### src/rtl/bchan_pkg.sv
// Shared types for the B-channel serial port.
package bchan_pkg;

    // Which bearer slot of the frame is used.
    typedef enum logic {
        SLOT_B1 = 1'b0,
        SLOT_B2 = 1'b1
    } slot_e;

    // Strobes from the slot timer to the data path, each one system clock wide.
    typedef struct packed {
        logic load;   // frame start: capture the outgoing byte
        logic drive;  // rising edge inside the selected slot
        logic idle;   // rising edge outside the selected slot
        logic take;   // falling edge inside the selected slot
        logic done;   // falling edge on the last bit of the slot
    } strobe_t;

endpackage

### src/rtl/bchan_sync_bus.sv
// Multi-stage resynchroniser for a bundle of asynchronous single-bit inputs.
// Assumes each bit is independent; no bus coherency is implied.
module bchan_sync_bus #(
    parameter int WIDTH  = 5,
    parameter int STAGES = 2
) (
    input  logic             clk,
    input  logic             rst_n,
    input  logic [WIDTH-1:0] din,
    output logic [WIDTH-1:0] dout
);

    logic [WIDTH-1:0] stage_q [STAGES];

    // Shift the inputs through the flop chain.
    always_ff @(posedge clk) begin
        if (!rst_n) begin
            for (int i = 0; i < STAGES; i++) stage_q[i] <= '0;
        end else begin
            stage_q[0] <= din;
            for (int i = 1; i < STAGES; i++) stage_q[i] <= stage_q[i-1];
        end
    end

    assign dout = stage_q[STAGES-1];

endmodule

### src/rtl/bchan_mode_detect.sv
// Qualifies the link mode from the strap pin: the strap must stay high
// across PERIODS complete sync periods. Assumes synchronised inputs.
module bchan_mode_detect #(
    parameter int PERIODS = 2
) (
    input  logic clk,
    input  logic rst_n,
    input  logic sync_s,
    input  logic strap_s,
    output logic mode_on
);

    localparam int MC_W = $clog2(PERIODS + 2);
    localparam logic [MC_W-1:0] ARMED = MC_W'(PERIODS + 1);

    logic [MC_W-1:0] edges_q;
    logic            sync_q;

    // Count sync rises under a continuously high strap; clear on a low strap.
    always_ff @(posedge clk) begin
        if (!rst_n) begin
            edges_q <= '0;
            mode_on <= 1'b0;
            sync_q  <= 1'b0;
        end else begin
            sync_q <= sync_s;
            if (!strap_s) begin
                edges_q <= '0;
                mode_on <= 1'b0;
            end else if (sync_s && !sync_q) begin
                if (edges_q != ARMED) edges_q <= edges_q + MC_W'(1);
                if (edges_q == ARMED - MC_W'(1)) mode_on <= 1'b1;
            end
        end
    end

endmodule

### src/rtl/bchan_slot_timer.sv
// Finds bit-clock edges, counts rising edges since the sync pulse and
// decodes the selected slot into strobes. Edge 0 is the rising edge that
// sees sync high; falling edge n follows rising edge n.
module bchan_slot_timer
    import bchan_pkg::*;
#(
    parameter int SLOT_BITS = 8,
    parameter int B2_FIRST  = 11,
    parameter int IDX_W     = (SLOT_BITS > 1) ? $clog2(SLOT_BITS) : 1
) (
    input  logic             clk,
    input  logic             rst_n,
    input  logic             bclk_s,
    input  logic             sync_s,
    input  logic             sel_s,
    output strobe_t          stb,
    output logic [IDX_W-1:0] tx_idx
);

    localparam int CNT_W = $clog2(B2_FIRST + SLOT_BITS + 1);
    localparam logic [CNT_W-1:0] CNT_IDLE = '1;
    localparam logic [CNT_W-1:0] B1_LO    = CNT_W'(1);
    localparam logic [CNT_W-1:0] B2_LO    = CNT_W'(B2_FIRST);
    localparam logic [CNT_W-1:0] SPAN     = CNT_W'(SLOT_BITS);

    logic             bclk_q;
    logic [CNT_W-1:0] cnt_q, cnt_nxt;
    slot_e            slot_q;
    logic             rise, fall;
    logic [CNT_W-1:0] slot_lo;

    function automatic logic in_slot(input logic [CNT_W-1:0] n, input logic [CNT_W-1:0] lo);
        return (n >= lo) && (n < lo + SPAN);
    endfunction

    assign rise    = bclk_s && !bclk_q;
    assign fall    = !bclk_s && bclk_q;
    assign slot_lo = (slot_q == SLOT_B2) ? B2_LO : B1_LO;

    // Next edge count: restart on a sync edge, saturate when idle.
    always_comb begin
        cnt_nxt = cnt_q;
        if (rise) begin
            if (sync_s)                 cnt_nxt = '0;
            else if (cnt_q != CNT_IDLE) cnt_nxt = cnt_q + CNT_W'(1);
        end
    end

    // Edge history, edge count and per-frame slot choice.
    always_ff @(posedge clk) begin
        if (!rst_n) begin
            bclk_q <= 1'b0;
            cnt_q  <= CNT_IDLE;
            slot_q <= SLOT_B1;
        end else begin
            bclk_q <= bclk_s;
            cnt_q  <= cnt_nxt;
            if (rise && sync_s) slot_q <= slot_e'(sel_s);
        end
    end

    // Slot decode into one-clock strobes.
    always_comb begin
        stb.load  = rise && sync_s;
        stb.drive = rise && in_slot(cnt_nxt, slot_lo);
        stb.idle  = rise && !in_slot(cnt_nxt, slot_lo);
        stb.take  = fall && in_slot(cnt_q, slot_lo);
        stb.done  = fall && in_slot(cnt_q, slot_lo) && (cnt_q == slot_lo + SPAN - CNT_W'(1));
        tx_idx    = IDX_W'(cnt_nxt - slot_lo);
    end

endmodule

### src/rtl/bchan_data_path.sv
// Transmit serialiser with pad enable and receive deserialiser, both
// stepped by the slot timer strobes and gated by the link mode.
module bchan_data_path
    import bchan_pkg::*;
#(
    parameter int SLOT_BITS = 8,
    parameter int IDX_W     = 3
) (
    input  logic                 clk,
    input  logic                 rst_n,
    input  logic                 mode_on,
    input  strobe_t              stb,
    input  logic [IDX_W-1:0]     tx_idx,
    input  logic [SLOT_BITS-1:0] tx_byte,
    input  logic                 rxd_s,
    output logic                 tx_data,
    output logic                 tx_en,
    output logic [SLOT_BITS-1:0] rx_byte,
    output logic                 rx_valid
);

    logic [SLOT_BITS-1:0] hold_q;
    logic [SLOT_BITS-1:0] shift_q;

    // Capture the outgoing byte once per frame.
    always_ff @(posedge clk) begin
        if (!rst_n)        hold_q <= '0;
        else if (stb.load) hold_q <= tx_byte;
    end

    // Drive one bit per slot period MSB first; release the line otherwise.
    always_ff @(posedge clk) begin
        if (!rst_n || !mode_on) begin
            tx_data <= 1'b0;
            tx_en   <= 1'b0;
        end else if (stb.drive) begin
            tx_data <= hold_q[SLOT_BITS-1-int'(tx_idx)];
            tx_en   <= 1'b1;
        end else if (stb.idle) begin
            tx_data <= 1'b0;
            tx_en   <= 1'b0;
        end
    end

    // Shift in received bits and publish the byte after the last one.
    always_ff @(posedge clk) begin
        if (!rst_n) begin
            shift_q  <= '0;
            rx_byte  <= '0;
            rx_valid <= 1'b0;
        end else begin
            rx_valid <= 1'b0;
            if (stb.take) shift_q <= {shift_q[SLOT_BITS-2:0], rxd_s};
            if (stb.done && mode_on) begin
                rx_byte  <= {shift_q[SLOT_BITS-2:0], rxd_s};
                rx_valid <= 1'b1;
            end
        end
    end

endmodule

### src/rtl/bchan_serial_port.sv
// Top of the B-channel serial port: resynchronises the link pins, qualifies
// the mode strap, times the slots and moves one byte each way per frame.
// Assumes clk runs at several times the bit-clock rate.
module bchan_serial_port
    import bchan_pkg::*;
#(
    parameter int SLOT_BITS    = 8,
    parameter int B2_FIRST     = 11,
    parameter int SYNC_STAGES  = 2,
    parameter int MODE_PERIODS = 2
) (
    input  logic                 clk,
    input  logic                 rst_n,
    input  logic                 frame_sync,
    input  logic                 bit_clk,
    input  logic                 rx_data,
    input  logic                 slot_sel,
    input  logic                 strap_pin,
    input  logic [SLOT_BITS-1:0] tx_byte,
    output logic                 tx_data,
    output logic                 tx_en,
    output logic [SLOT_BITS-1:0] rx_byte,
    output logic                 rx_valid,
    output logic                 link_mode
);

    localparam int IDX_W = (SLOT_BITS > 1) ? $clog2(SLOT_BITS) : 1;

    logic             sync_s, bclk_s, rxd_s, sel_s, strap_s;
    strobe_t          stb;
    logic [IDX_W-1:0] tx_idx;

    bchan_sync_bus #(.WIDTH(5), .STAGES(SYNC_STAGES)) i_sync (
        .clk  (clk),
        .rst_n(rst_n),
        .din  ({strap_pin, slot_sel, rx_data, frame_sync, bit_clk}),
        .dout ({strap_s, sel_s, rxd_s, sync_s, bclk_s})
    );

    bchan_mode_detect #(.PERIODS(MODE_PERIODS)) i_mode (
        .clk    (clk),
        .rst_n  (rst_n),
        .sync_s (sync_s),
        .strap_s(strap_s),
        .mode_on(link_mode)
    );

    bchan_slot_timer #(.SLOT_BITS(SLOT_BITS), .B2_FIRST(B2_FIRST), .IDX_W(IDX_W)) i_timer (
        .clk   (clk),
        .rst_n (rst_n),
        .bclk_s(bclk_s),
        .sync_s(sync_s),
        .sel_s (sel_s),
        .stb   (stb),
        .tx_idx(tx_idx)
    );

    bchan_data_path #(.SLOT_BITS(SLOT_BITS), .IDX_W(IDX_W)) i_data (
        .clk     (clk),
        .rst_n   (rst_n),
        .mode_on (link_mode),
        .stb     (stb),
        .tx_idx  (tx_idx),
        .tx_byte (tx_byte),
        .rxd_s   (rxd_s),
        .tx_data (tx_data),
        .tx_en   (tx_en),
        .rx_byte (rx_byte),
        .rx_valid(rx_valid)
    );

endmodule

### config.mk
export PLATFORM = sky130hd
export DESIGN_NAME = bchan_serial_port
export DESIGN_NICKNAME = d
export VERILOG_FILES = /design/src/rtl/bchan_pkg.sv /design/src/rtl/bchan_sync_bus.sv /design/src/rtl/bchan_mode_detect.sv /design/src/rtl/bchan_slot_timer.sv /design/src/rtl/bchan_data_path.sv /design/src/rtl/bchan_serial_port.sv
export SDC_FILE = /design/constraint.sdc
export NUM_CORES = 1
export LEC_CHECK = 0
export BUFFER_PORTS_ARGS = -buffer_cell sky130_fd_sc_hd__buf_2
export CAP_MARGIN = 20
export CORE_ASPECT_RATIO = 0.8
export CORE_UTILIZATION = 53
export CTS_BUF_LIST = sky130_fd_sc_hd__clkbuf_8
export DETAILED_ROUTE_END_ITERATION = 6
export GPL_ROUTABILITY_DRIVEN = 0
export HOLD_SLACK_MARGIN = 0.05
export PLACE_DENSITY = 0.82
export SYNTH_ARGS = -nofsm -noshare
export SYNTH_HDL_FRONTEND = slang
export SYNTH_SLANG_ARGS = --single-unit
### constraint.sdc
create_clock -name clk -period 7.7 [get_ports clk]
set_input_delay 0.385 -clock clk [delete_from_list [all_inputs] [get_ports clk]]
set_output_delay 0.385 -clock clk [all_outputs]
set_load 0.02 [all_outputs]
==> key figures <==
Placement
  • I/O Buffers: 26
  • Placed Cells: between 200 and 300
  • DP Area: 2240 um^2
  • Pre-CTS setup slack: 4800 ps
  • Detailed placement HPWL: between 2 and 3 mm

Critical path
  • Required @ worst endpoint: approximately 7900 ps
  • Endpoint class of the critical path: register
  • Startpoint Class: register
  • Crit-path slowest cell: fa_1
  • Arrival time worst endpoint: between 3000 and 4000 ps
  • Crit Path Category: register to register
  • Crit-path leading delay family: compound AO/OA/AOI/OAI gates
  • Worst path cell trace: nor2b_1 -> o21ai_0 -> a21oi_1 -> fa_1 -> mux2i_1 -> mux2i_1 -> mux2i_1 -> o31ai_1
  • Crit path max fanout: 8
  • CP most frequent cell: mux2i_1
  • R2r worst-path depth: 8
  • Worst path depth: 8
  • Max incr delay on CP: between 600 and 700 ps
  • CP bufs+invs: 0

Clock network
  • Root buffer cell: clkbuf_8
  • H-Tree Depth: 2
  • # Post-CTS Setup Buffers: 0
  • Hold buffer count at CTS: 0
  • CTS tree: built
  • Clock slew at reported path FFs: ~90 ps
  • CTS Buf Count: 5
  • Clk buf depth: 2
  • Post-cts resize count: 0
  • Worst-Skew Late Latency: a little under 300 ps
  • Sink Count: 47

Logic synthesis
  • Syn avg cell area: 9.80 um^2
  • Register area share after synthesis: 45.1%
  • Post-Syn Instances: between 200 and 250
  • Netlist cell types: 38
  • Synth Flop Type: dfxtp_1
  • Number of synthesized flops with an enable pin: 0
  • Post-synth ARST share: 0%
  • Netlist Area Pre-Place: around 2100 um^2
  • Mapped Nets: 242
  • Register bit total from synthesis: 47
  • Area share of the largest cell type after synthesis: 45.1%
  • Ranking of synthesized cells by area: dfxtp_1 45%, mux2i_1 11%, ha_1 7.8%
  • YS warnings: 0
  • Area leader, netlist: dfxtp_1

Floorplan
  • Total core area: ~3800 um^2
  • DIE WIDTH: ~72 um
  • Num rows: 20
  • Starting Density: between 50% and 60%
  • Die Y: 58.1 um
  • Io pins: 27
  • Die area: 4190 um^2

Detailed routing
  • # DRC: 0
  • ANT nets after route: 0
  • Initial DRC count: between 100 and 150
  • Total vias in the final route: 1516
  • Initial DRT Pass Iterations: 4
  • Post-Route WL: around 3.7 mm
  • Routed wire length per instance: roughly 13 um
  • Vias/cell: 5.17

Global routing
  • Total grt overflow: 0
  • Total GRT Usage: 19.9%
  • Initial antenna violation count: 0
  • First-pass GRT wire length: about 6.3 mm
  • Pin count of the biggest net entering global routing: between 40 and 50
  • Vias in the first global route: 1413

Cells and area
  • Share of layout cells above drive strength 1: about 15%
  • Antenna diodes: 0
  • Area Overhead vs Synth: 11.8%
  • Final-stage net count: 266
  • Core Util, Final: about 62%
  • Most frequent cells in the layout: 47 x dfxtp_1, 28 x nand2_1, 26 x buf_2
  • Final Instance Area: 2330 um^2
  • Commonest non-fill, non-tap cell in the layout: dfxtp_1
  • Non-Filler Instances: around 290
  • FILL cells: 317

Timing
  • Max Freq: around 340 MHz
  • Final hold violations: 0
  • Final Max Slew Viols: 0
  • PnR worst setup slack: roughly 4700 ps
  • Final setup fails: 0
  • Setup_tns: 0 ps
  • Period minus WS final: between 2000 and 3000 ps
  • Skew final: 4.04 ps
  • RSZ-0062 raised after global routing: false
  • Worst slew pin tran: about 800 ps
  • Relative max-transition margin: ~46%
  • Tcrit/Tclk final: approximately two fifths
  • Hold WS: between 200 and 300 ps

Run
  • Max cap viols: 0

Power
  • Max IR drop VDD: 154 uV
  • Cell Pwr Density: ~180 nW/um^2
  • P_leak: 0.949 nW
  • Total Power: between 0.4 and 0.5 mW

Hold path
  • Worst min path class: primary input to register
  • Hold Path Stages: 2

Status
  • Outcome: complete, no violations
worst reg2reg max path: stages, from the launching register on:
cell	delay [ps]
dfxtp_1	360
nor2b_1	470
o21ai_0	240
a21oi_1	540
fa_1	630
mux2i_1	170
mux2i_1	180
mux2i_1	110
o31ai_1	200
final timing paths:
path | from | end | slack [ps]
max | i_sync.stage_q[0][5]$_SDFF_PN0_ | i_data.tx_data$_SDFFE_PP0P_ | 4720
min | strap_pin | i_sync.stage_q[0][4]$_SDFF_PN0_ | 290
max reg2reg | i_sync.stage_q[0][5]$_SDFF_PN0_ | i_data.tx_data$_SDFFE_PP0P_ | 4720
min reg2reg | i_sync.stage_q[0][1]$_SDFF_PN0_ | i_sync.stage_q[0][6]$_SDFF_PN0_ | 440
cells in the mapped netlist, types with 4 or more instances:
cell      number
and2_1        14
clkbuf_1       6
a21oi_1        4
nand2_1       28
dfxtp_1       47
mux2i_1       22
ha_1          13
nor2_1         8
nor2b_1       16
a21boi_0      10
inv_1          8
state kept, by name (all words and copies together) (netlist names):
name             flops
i_sync.stage_q      10
i_data.hold_q        8
i_data.rx_byte       8
i_data.shift_q       7
i_timer.cnt_q        5
i_mode.edges_q       2
i_data.rx_valid      1
i_data.tx_data       1
i_data.tx_en         1
i_mode.mode_on       1
i_mode.sync_q        1
i_timer.bclk_q       1
i_timer.slot_q       1
logic make-up (layout without fill, tap and decap cells):
logic type	count (synthesis)	count (layout)	synth area share [%]
muxes	23	23	11.1
DFF	47	47	45.1
AOI/OAI and AO/OA	33	33	11.3
adders and majority gates	14	14	8.75
and+or+nand+nor	77	77	19.5
buffers and inverters	17	42	3.48
xor gates and xnor gates	2	2	0.839
report_power, final:
group	total, mW	leakage, nW	switching, mW	internal, mW
clock network	0.146	0.0460	0.0819	0.0639
logic	0.0238	0.522	0.0126	0.0112
registers	0.249	0.381	0.00215	0.246
per-layer routing:
metal / track usage, % / wire [um]
met4: 7.28 / 23
met5: 0 / 0
met2: 32.0 / 1690
met3: 5.39 / 164
met1: 25.7 / 1790
layout make-up:
cell class / instances / area [um^2] / area share (%)
repair buffers: 26 / 130 / 5.58
multi-input cells: 149 / 1070 / 46.0
clock buffers: 5 / 68.8 / 2.95
inverters: 8 / 30.0 / 1.29
clock inverters: 3 / 20.0 / 0.858
well taps: 55 / 68.8 / 2.95
flip-flops and latches: 47 / 941 / 40.3
(Power assumes the default switching activity.)
